`config.mk`:
```
export PLATFORM = sky130hd
export DESIGN_NAME = burst_addr_seq
export DESIGN_NICKNAME = d
export VERILOG_FILES = /design/src/rtl/bas_pkg.sv /design/src/rtl/bas_order.sv /design/src/rtl/bas_pacer.sv /design/src/rtl/bas_launch.sv /design/src/rtl/burst_addr_seq.sv
export SDC_FILE = /design/constraint.sdc
export NUM_CORES = 1
export LEC_CHECK = 0
export CAP_MARGIN = 20
export CORE_MARGIN = 2
export CORE_UTILIZATION = 33
export CTS_BUF_LIST = sky130_fd_sc_hd__clkbuf_4
export CTS_CLUSTER_DIAMETER = 150
export DETAILED_ROUTE_END_ITERATION = 12
export SETUP_SLACK_MARGIN = 0.3
export SLEW_MARGIN = 20
export SYNTH_ARGS = -nofsm -noshare
export SYNTH_HDL_FRONTEND = slang
export SYNTH_HIERARCHICAL = 1
export SYNTH_SLANG_ARGS = --single-unit
```
`constraint.sdc`:
```
create_clock -name clk_i -period 4 [get_ports clk_i]
set_input_delay 0.8 -clock clk_i [delete_from_list [all_inputs] [get_ports clk_i]]
set_output_delay 0.8 -clock clk_i [all_outputs]
set_load 0.03 [all_outputs]
```
`src/rtl/bas_pkg.sv`:
```
package bas_pkg;
  localparam int LAT_W = 4;

  typedef enum logic [1:0] {
    RM_ASYNC  = 2'b00,
    RM_SINGLE = 2'b01,
    RM_BURST  = 2'b10,
    RM_ASYNC2 = 2'b11
  } rmode_e;

  typedef struct packed {
    rmode_e            rmode;  // [12:11]
    logic              fall;   // [10]
    logic              early;  // [9]
    logic              y2;     // [8]
    logic [LAT_W-1:0]  lat_x;  // [7:4]
    logic              il;     // [3]
    logic [2:0]        blen;   // [2:0]
  } cfg_t;

  localparam int CFG_W = $bits(cfg_t);

  typedef enum logic [1:0] {GRP_4, GRP_8, GRP_LIN} grp_e;

  function automatic grp_e len_decode(logic [2:0] code);
    case (code)
      3'b010:  return GRP_8;
      3'b111:  return GRP_LIN;
      default: return GRP_4;
    endcase
  endfunction
endpackage

```
`src/rtl/bas_order.sv`:
```
module bas_order
  import bas_pkg::*;
#(
  parameter int ADDR_W = 21
) (
  input  logic [ADDR_W-1:0] base_i,
  input  logic [ADDR_W-1:0] idx_i,
  input  grp_e              grp_i,
  input  logic              il_i,
  output logic [ADDR_W-1:0] addr_o
);
  logic [ADDR_W-1:0] grp_addr [2];

  for (genvar g = 0; g < 2; g++) begin : g_grp
    localparam int GW = 2 + g;
    logic [GW-1:0] off;
    assign off = il_i ? (base_i[GW-1:0] ^ idx_i[GW-1:0])
                      : (base_i[GW-1:0] + idx_i[GW-1:0]);
    assign grp_addr[g] = {base_i[ADDR_W-1:GW], off};
  end

  always_comb begin
    case (grp_i)
      GRP_8:   addr_o = grp_addr[1];
      GRP_LIN: addr_o = base_i + idx_i;
      default: addr_o = grp_addr[0];
    endcase
  end
endmodule

```
`src/rtl/bas_pacer.sv`:
```
module bas_pacer #(
  parameter int LAT_W = 4,
  parameter int IDX_W = 21
) (
  input  logic             clk_i,
  input  logic             rst_ni,
  input  logic             load_i,
  input  logic             abort_i,
  input  logic [LAT_W-1:0] wait_i,
  input  logic             y2_i,
  input  logic             lin_i,
  input  logic [IDX_W-1:0] last_i,
  output logic             fire_o,
  output logic             due_o,
  output logic [IDX_W-1:0] idx_o
);
  logic             active_q;
  logic [LAT_W-1:0] wait_q;
  logic [IDX_W-1:0] idx_q;

  always_ff @(posedge clk_i or negedge rst_ni) begin
    if (!rst_ni) begin
      active_q <= 1'b0;
      wait_q   <= '0;
      idx_q    <= '0;
    end else if (load_i) begin
      active_q <= 1'b1;
      wait_q   <= wait_i;
      idx_q    <= '0;
    end else if (abort_i) begin
      active_q <= 1'b0;
    end else if (active_q) begin
      if (wait_q == '0) begin
        if (!lin_i && idx_q == last_i) begin
          active_q <= 1'b0;
        end else begin
          idx_q  <= idx_q + 1'b1;
          wait_q <= y2_i ? LAT_W'(1) : '0;
        end
      end else begin
        wait_q <= wait_q - 1'b1;
      end
    end
  end

  assign due_o  = active_q && (wait_q == '0);
  assign fire_o = due_o && !load_i && !abort_i;
  assign idx_o  = idx_q;
endmodule

```
`src/rtl/bas_launch.sv`:
```
module bas_launch #(
  parameter int W = 8
) (
  input  logic         clk_i,
  input  logic         rst_ni,
  input  logic         fall_i,
  input  logic [W-1:0] d_i,
  output logic [W-1:0] q_o
);
  logic [W-1:0] neg_q;

  always_ff @(negedge clk_i or negedge rst_ni) begin
    if (!rst_ni) neg_q <= '0;
    else         neg_q <= d_i;
  end

  assign q_o = fall_i ? neg_q : d_i;
endmodule

```
`src/rtl/burst_addr_seq.sv`:
```
module burst_addr_seq
  import bas_pkg::*;
#(
  parameter int ADDR_W = 21
) (
  input  logic                      clk_i,
  input  logic                      rst_ni,
  input  logic                      ce_i,
  input  logic                      adv_i,
  input  logic [ADDR_W-1:0]         addr_i,
  input  logic [bas_pkg::CFG_W-1:0] cfg_i,
  output logic [ADDR_W-1:0]         addr_o,
  output logic                      beat_valid_o,
  output logic                      ready_o
);
  localparam int IDX_W = ADDR_W;
  localparam int OUT_W = ADDR_W + 2;

  cfg_t cfg_in;
  assign cfg_in = cfg_t'(cfg_i);

  logic sync_in, load, abort;
  assign sync_in = (cfg_in.rmode == RM_SINGLE) || (cfg_in.rmode == RM_BURST);
  assign load    = adv_i && ce_i && sync_in;
  assign abort   = !ce_i || (adv_i && !sync_in);

  logic [ADDR_W-1:0] base_q;
  rmode_e            rmode_q;
  logic              fall_q, early_q, y2_q, il_q;
  logic [2:0]        blen_q;

  always_ff @(posedge clk_i or negedge rst_ni) begin
    if (!rst_ni) begin
      base_q  <= '0;
      rmode_q <= RM_ASYNC;
      fall_q  <= 1'b0;
      early_q <= 1'b0;
      y2_q    <= 1'b0;
      il_q    <= 1'b0;
      blen_q  <= 3'b001;
    end else if (load) begin
      base_q  <= addr_i;
      rmode_q <= cfg_in.rmode;
      fall_q  <= cfg_in.fall;
      early_q <= cfg_in.early;
      y2_q    <= cfg_in.y2;
      il_q    <= cfg_in.il;
      blen_q  <= cfg_in.blen;
    end
  end

  logic [LAT_W-1:0] wait_ld;
  assign wait_ld = (cfg_in.lat_x == '0) ? '0 : cfg_in.lat_x - 1'b1;

  grp_e grp;
  logic lin, is_burst;
  logic [IDX_W-1:0] last_idx;
  assign grp      = len_decode(blen_q);
  assign is_burst = (rmode_q == RM_BURST);
  assign lin      = is_burst && (grp == GRP_LIN);
  always_comb begin
    if (!is_burst)          last_idx = '0;
    else if (grp == GRP_8)  last_idx = IDX_W'(7);
    else                    last_idx = IDX_W'(3);
  end

  logic             fire, due;
  logic [IDX_W-1:0] idx;

  bas_pacer #(.LAT_W(LAT_W), .IDX_W(IDX_W)) u_pacer (
    .clk_i   (clk_i),
    .rst_ni  (rst_ni),
    .load_i  (load),
    .abort_i (abort),
    .wait_i  (wait_ld),
    .y2_i    (y2_q),
    .lin_i   (lin),
    .last_i  (last_idx),
    .fire_o  (fire),
    .due_o   (due),
    .idx_o   (idx)
  );

  logic [ADDR_W-1:0] gen_addr;

  bas_order #(.ADDR_W(ADDR_W)) u_order (
    .base_i (base_q),
    .idx_i  (idx),
    .grp_i  (grp),
    .il_i   (il_q),
    .addr_o (gen_addr)
  );

  logic [ADDR_W-1:0] addr_q;
  logic              valid_q;

  always_ff @(posedge clk_i or negedge rst_ni) begin
    if (!rst_ni) begin
      addr_q  <= '0;
      valid_q <= 1'b0;
    end else begin
      valid_q <= fire;
      if (fire) addr_q <= gen_addr;
    end
  end

  // early ready predicts the next edge's beat from the pacer state
  logic rdy_pre;
  assign rdy_pre = is_burst && (early_q ? due : valid_q);

  logic [OUT_W-1:0] launch_q;

  bas_launch #(.W(OUT_W)) u_launch (
    .clk_i  (clk_i),
    .rst_ni (rst_ni),
    .fall_i (fall_q),
    .d_i    ({addr_q, valid_q, rdy_pre}),
    .q_o    (launch_q)
  );

  assign addr_o       = launch_q[OUT_W-1:2];
  assign beat_valid_o = launch_q[1];
  assign ready_o      = launch_q[0];
endmodule

```
==> flow_metrics.tcl, run 1 <==
set metrics [dict create \
    vdd_drop_max_v 0.000320 \
    grt_pass1_wl_um 24600 \
    drt-initial-drc-count 366 \
    overflow 0 \
    rsz0062_at_grt "true" \
    antenna_found_initial 0 \
    h-tree-depth 3 \
    die_x_um 139 \
    grt_pass1_vias 4941 \
    gp_congestion 0.903 \
    synth_cell_types 66 \
    timing.rr.end "u_launch/neg_q[0]" \
    cp_data_required_time_ps 3200 \
    syn_avg_cell_area_um2 10.2 \
    cts_buffers 9 \
    synth_edf_count 0 \
    cts.sinks 101 \
    p_leak_nw 3.17 \
    grt_usage 0.155 \
    crit_type "reg2out" \
    initial_core_util 0.336 \
    power-per-cell-area_nw_per_um2 483 \
    reg2reg_from "u_pacer/wait_q[0]" \
    slew_headroom 0.483 \
    core_area_um2 18000 \
    syn_area_um2 6040 \
    dr_total_vias 4863 \
    yosys_register_bits 101 \
    clock_skew_ps 55.4 \
    finalSetupViolCount 0 \
    synth-seq-area-share 0.419 \
    post-dp-hpwl_um 10700 \
    drive_gt1_frac 0.198 \
    postSynth.asyncResetShare 1.00 \
    io_pins 61 \
    end_kind "primary output" \
    n_antenna_cell 0 \
    avgRoutedWirePerCell_um 16.3 \
    maxSlewViolCount 0 \
    ff2ff_setup_slack_ps 590 \
    clk_pin_slew_worst_paths_ps 150 \
    whs_ps 305 \
    path_max_fanout 1 \
    die_area_um2 19400 \
    clk_latency_ps 480 \
    cts_buffer_depth 2 \
    viasPerCell 5.39 \
    status "complete, no violations" \
    drc 0 \
    post-route-util 0.402 \
    maxCapViolations 0 \
    dr.pass1.iters 5 \
    arrival_ps 3190 \
    chipHeight_um 139 \
    io_buffers 60 \
    syn_inst 593 \
    cts_tree "yes" \
    slowest_delay_ps 350 \
    rows 49 \
    area_growth_pct 19.5 \
    worst_slew_pin_slew_ps 775 \
    final-hold-violation-count 0 \
    slowest_stage "dfrtn_1" \
    cts_setup_buffers 0 \
    crit_path_start_kind "flip-flop" \
    synth_ff_type "dfrtp_1" \
    totalWireLength_um 14700 \
    worstPathCellList "mux2_4 -> buf_12" \
    antenna_left 0 \
    clockRootBuffer "clkbuf_4" \
    layout.nets 730 \
    grt_max_degree 57 \
    worst_r2r_path_depth 4 \
    yosysWarnings 6 \
    hp-class "in2async" \
    startpoint "u_launch/neg_q[15]" \
]
==> per-stage QoR <==
step / TNS [ps] / std cells / total power [mW] / setup WS, ps / instance area, um^2
6_report: 0 / 902 / 3.49 / 11.9 / 7220
5_1_grt: -552 / 902 / 3.70 / -42.8 / 7220
4_1_cts: -142 / 902 / 3.53 / -23.9 / 7210
3_5_place_dp: 0 / 886 / 2.85 / 51.5 / 6950
3_3_place_gp: 0 / 886 / 2.80 / 42.3 / 6950
2_1_floorplan: 0 / 610 / 2.36 / 562 / 6100
==> metal layers <==
metal  up-vias  part of all wire  global-route usage
met5         -                 0                   0
met3        26             0.039              0.0306
li1       2319                 -                   -
met2       149              0.49               0.259
met4         0             0.022              0.0675
met1      2369              0.45               0.196
==> layout make-up <==
type                    instances  area (um^2)
repair buffers                 72          761
flip-flops and latches        101         2530
clock inverters                 7         65.1
well taps                     229          287
clock buffers                   9         67.6
fillers                      1704        10700
inverters                      31          116
multi-input cells             453         3390
==> critical path, delay by kind of cell, from the launching register on <==
family | cells | cell delay (ps)
buf+inv | 1 | 140
flops | 1 | 350
mux | 1 | 270
==> flip-flops by register name, indices dropped and copies added, names as in the netlist <==
| name | count |
|---|---|
| u_launch/neg_q | 23 |
| il_q | 1 |
| blen_q | 3 |
| fall_q | 1 |
| base_q | 21 |
| u_pacer/wait_q | 4 |
| u_pacer/active_q | 1 |
| valid_q | 1 |
| u_pacer/idx_o | 21 |
| y2_q | 1 |
| addr_q | 21 |
| early_q | 1 |
| rmode_q | 2 |
==> placed cells by master, fill, tap and decap left out, types with 6 or more instances in the layout <==
master and n:
dfrtp_1 77, nand2_1 46, mux2_2 45, o21ai_0 39
clkdlybuf4s50_1 36, a21oi_1 35, inv_1 31, mux2_4 27
xor2_1 24, dfrtn_1 23, ha_1 23, nor2_1 21
buf_6 18, conb_1 18, nand4_1 15, a31oi_1 13
buf_4 13, nor3_1 12, nand3_1 11, xnor2_1 10
clkbuf_4 9, o31ai_1 8, nor4_1 8, nand2b_1 7
o22ai_1 6
==> where the power goes <==
| part | total [mW] | internal [mW] | switching (mW) | leakage, nW |
|---|---|---|---|---|
| Combinational | 1.44 | 0.746 | 0.693 | 1.79 |
| Sequential | 1.52 | 1.31 | 0.206 | 1.30 |
| Clock | 0.534 | 0.188 | 0.346 | 0.0751 |
| Total | 3.49 | 2.24 | 1.24 | 3.17 |
==> kinds of logic (layout without fill, tap and decap cells) <==
family,count (synthesis),count (layout),synth area share
buf+inv,56,119,0.0429
fa+ha+maj,24,24,0.0510
xor+xnor,34,34,0.0493
flops,101,101,0.419
mux,73,73,0.142
compound gates,149,149,0.158
simple gates,155,155,0.137
other cells,1,18,0.000621
==> cells in the mapped netlist (5+ instances only) <==
| cell | instances | area (um^2) |
|---|---|---|
| buf_2 | 5 | 25.0 |
| a31oi_1 | 13 | 81.3 |
| o22ai_1 | 6 | 37.5 |
| clkbuf_1 | 15 | 56.3 |
| xnor2_1 | 10 | 87.6 |
| o31ai_1 | 8 | 60.1 |
| nand3_1 | 11 | 55.1 |
| nor3_1 | 13 | 65.1 |
| and2_1 | 5 | 31.3 |
| o21ai_0 | 39 | 195 |
| mux2_4 | 9 | 135 |
| mux2_2 | 63 | 709 |
| nor4_1 | 8 | 50.1 |
| nand2_1 | 46 | 173 |
| xor2_1 | 24 | 210 |
| dfrtp_1 | 77 | 1930 |
| nor2_1 | 21 | 78.8 |
| nand2b_1 | 7 | 43.8 |
| a311oi_1 | 5 | 43.8 |
| nand4_1 | 15 | 93.8 |
| a211oi_1 | 5 | 37.5 |
| ha_1 | 23 | 288 |
| inv_1 | 31 | 116 |
| a21oi_1 | 35 | 175 |
| dfrtn_1 | 23 | 576 |
==> how the worst max path moves through the flow <==
| stage | endpoint | slack, ps |
|---|---|---|
| after global routing | ready_o | -40 |
| after floorplan | addr_o[0] | 560 |
| final | addr_o[13] | 10 |
| after detailed placement | addr_o[6] | 50 |
| after global placement | addr_o[6] | 40 |
| after CTS | beat_valid_o | -20 |
==> what timing repair did <==
action                                  CTS  global route
hold buffers                              0             0
hold endpoints to repair                  0             0
endpoints found under the setup margin   23            23
gates resized for setup                  40             2
(Power assumes the default switching activity.)
==> inputs of run 2 (changes only) <==
--- a/config.mk
+++ b/config.mk
@@ -11,6 +11,8 @@
 export CTS_BUF_LIST = sky130_fd_sc_hd__clkbuf_4
 export CTS_CLUSTER_DIAMETER = 150
 export DETAILED_ROUTE_END_ITERATION = 12
+export DONT_BUFFER_PORTS = 1
+export RECOVER_POWER = 25
 export SETUP_SLACK_MARGIN = 0.3
 export SLEW_MARGIN = 20
 export SYNTH_ARGS = -nofsm -noshare
==> flow_metrics.tcl, run 2 (synthesis results as in run 1) <==
set metrics [dict create \
    core_area_um2 18000 \
    ff2ff_setup_slack_ps 550 \
    cts_buffers 9 \
    hp-class "in2async" \
    maxSlewViolCount 78 \
    avgRoutedWirePerCell_um 17.2 \
    rsz0062_at_grt "true" \
    antenna_found_initial 1 \
    rows 49 \
    critPathBufInv 0 \
    post-route-util 0.363 \
    reg2reg_from "u_pacer/wait_q[0]" \
    drt-initial-drc-count 337 \
    dr.pass1.iters 6 \
    clock_skew_ps 75.4 \
    violations "max-capacitance violations, max-slew violations" \
    viasPerCell 5.53 \
    largest_reg_flops 23 \
    sequentialPowerShare 0.482 \
    critPathTopFamily "flip-flops" \
    final-hold-violation-count 0 \
    post-dp-hpwl_um 10200 \
    layout_commonest_cell "dfrtp_1" \
    overflow 0 \
    grt_max_degree 78 \
    antenna_left 0 \
    crit_path_start_kind "flip-flop" \
    layout_common_cells "76 x dfrtp_1, 46 x nand2_1, 40 x mux2_2" \
    grt_pass1_vias 4730 \
    path_max_fanout 1 \
    tns_ps 0 \
    die_x_um 139 \
    arrival_ps 3110 \
    slowest_delay_ps 360 \
    cts.sinks 101 \
    startpoint "u_launch/neg_q[1]" \
    chipHeight_um 139 \
    dr_total_vias 4637 \
    maxCapViolations 1 \
    cts_buffer_depth 2 \
    p_leak_nw 2.86 \
    vdd_drop_max_v 0.000293 \
    power-per-cell-area_nw_per_um2 480 \
    slowest_stage "dfrtn_1" \
    end_kind "primary output" \
    layout.nets 665 \
    clockRootBuffer "clkbuf_4" \
    cts_tree "yes" \
    combPwrFrac 0.358 \
    switching_share 0.373 \
    crit_type "reg2out" \
    p_int_mw 1.97 \
    initial_core_util 0.336 \
    cp_num_cells 1 \
    grt_pass1_wl_um 23600 \
    fin_area_um2 6530 \
    die_area_um2 19400 \
    gp_congestion 0.870 \
    clk_latency_ps 490 \
    finalSetupViolCount 0 \
    pwr-share-clk 0.160 \
    largest-register "u_launch/neg_q" \
    power.net_switching_mw 1.17 \
    grt_usage 0.151 \
    cts_setup_buffers 0 \
    drc 0 \
    worstPathCellList "mux2_4" \
    h-tree-depth 3 \
    worst_r2r_path_depth 4 \
    placed_area_um2 6290 \
    worst_slew_pin_slew_ps 1950 \
    slew_headroom -0.302 \
    cp_data_required_time_ps 3200 \
    status "complete, but fails checks" \
    totalWireLength_um 14400 \
    io_pins 61 \
    area_growth_pct 8.10 \
    io_buffers 0 \
    drive_gt1_frac 0.176 \
    clk_pin_slew_worst_paths_ps 140 \
]
[run 2: cell types whose count changed in the layout (fill, tap and decap cells not counted), moves of 2 or more]
cell / delta
mux2_4: +5
buf_6: -18
buf_4: -8
buf_12: -4
clkdlybuf4s50_1: -36
clkinv_1: -2
mux2_2: -5
clkbuf_4: +5
[run 2: power by group through the flow]
stage	registers (mW)	logic, mW	clock network (mW)
after floorplan	1.45	0.907	0
after global placement	1.53	0.976	0
after detailed placement	1.55	0.996	0
after CTS	1.55	1.10	0.522
after global routing	1.55	1.21	0.562
final	1.51	1.12	0.501
[run 2: final cells by class]
type | instances | area, um^2
diodes | 1 | 2.50
clock buffers | 14 | 105
clock inverters | 2 | 13.8
fillers | 1755 | 11400
inverters | 31 | 116
multi-input cells | 453 | 3410
flip-flops and latches | 101 | 2530
well taps | 229 | 287
repair buffers | 7 | 62.6
[run 2: path summary, 6_finish.rpt]
| path | to |
|---|---|
| worst max register to register | u_launch/neg_q[0] |
| worst max-delay path | beat_valid_o |
| min in group clk_i | rmode_q[1] |
| max in group asynchronous | fall_q |
| worst min register to register | y2_q |
| worst min-delay path | blen_q[0] |
[run 2: timing repair]
item / 4_1_cts / 5_1_grt
gates resized for setup: 23 / 0
endpoints found under the setup margin: 23 / 23
hold endpoints to repair: 77 / 0
hold buffers: 1 / 0
cloned: 0 / 0
[run 2: through the flow]
| step | setup slack [ps] | cells | hold slack, ps | power, mW |
|---|---|---|---|---|
| floorplan | 562 | 610 | 459 | 2.36 |
| global placement | 549 | 819 | 481 | 2.51 |
| detailed placement | 530 | 819 | 499 | 2.55 |
| CTS | 68.5 | 836 | 99.9 | 3.16 |
| global route | 52.9 | 838 | 92.7 | 3.33 |
| finish | 90.9 | 838 | 145 | 3.13 |
[run 2: routing by layer]
layer  track usage  part of all wire  up-vias
li1              -                 -     2194
met1         0.188              0.44     2238
met2         0.249              0.48      168
met3        0.0354             0.055       37
met4        0.0670             0.027        0
met5             0                 0        -
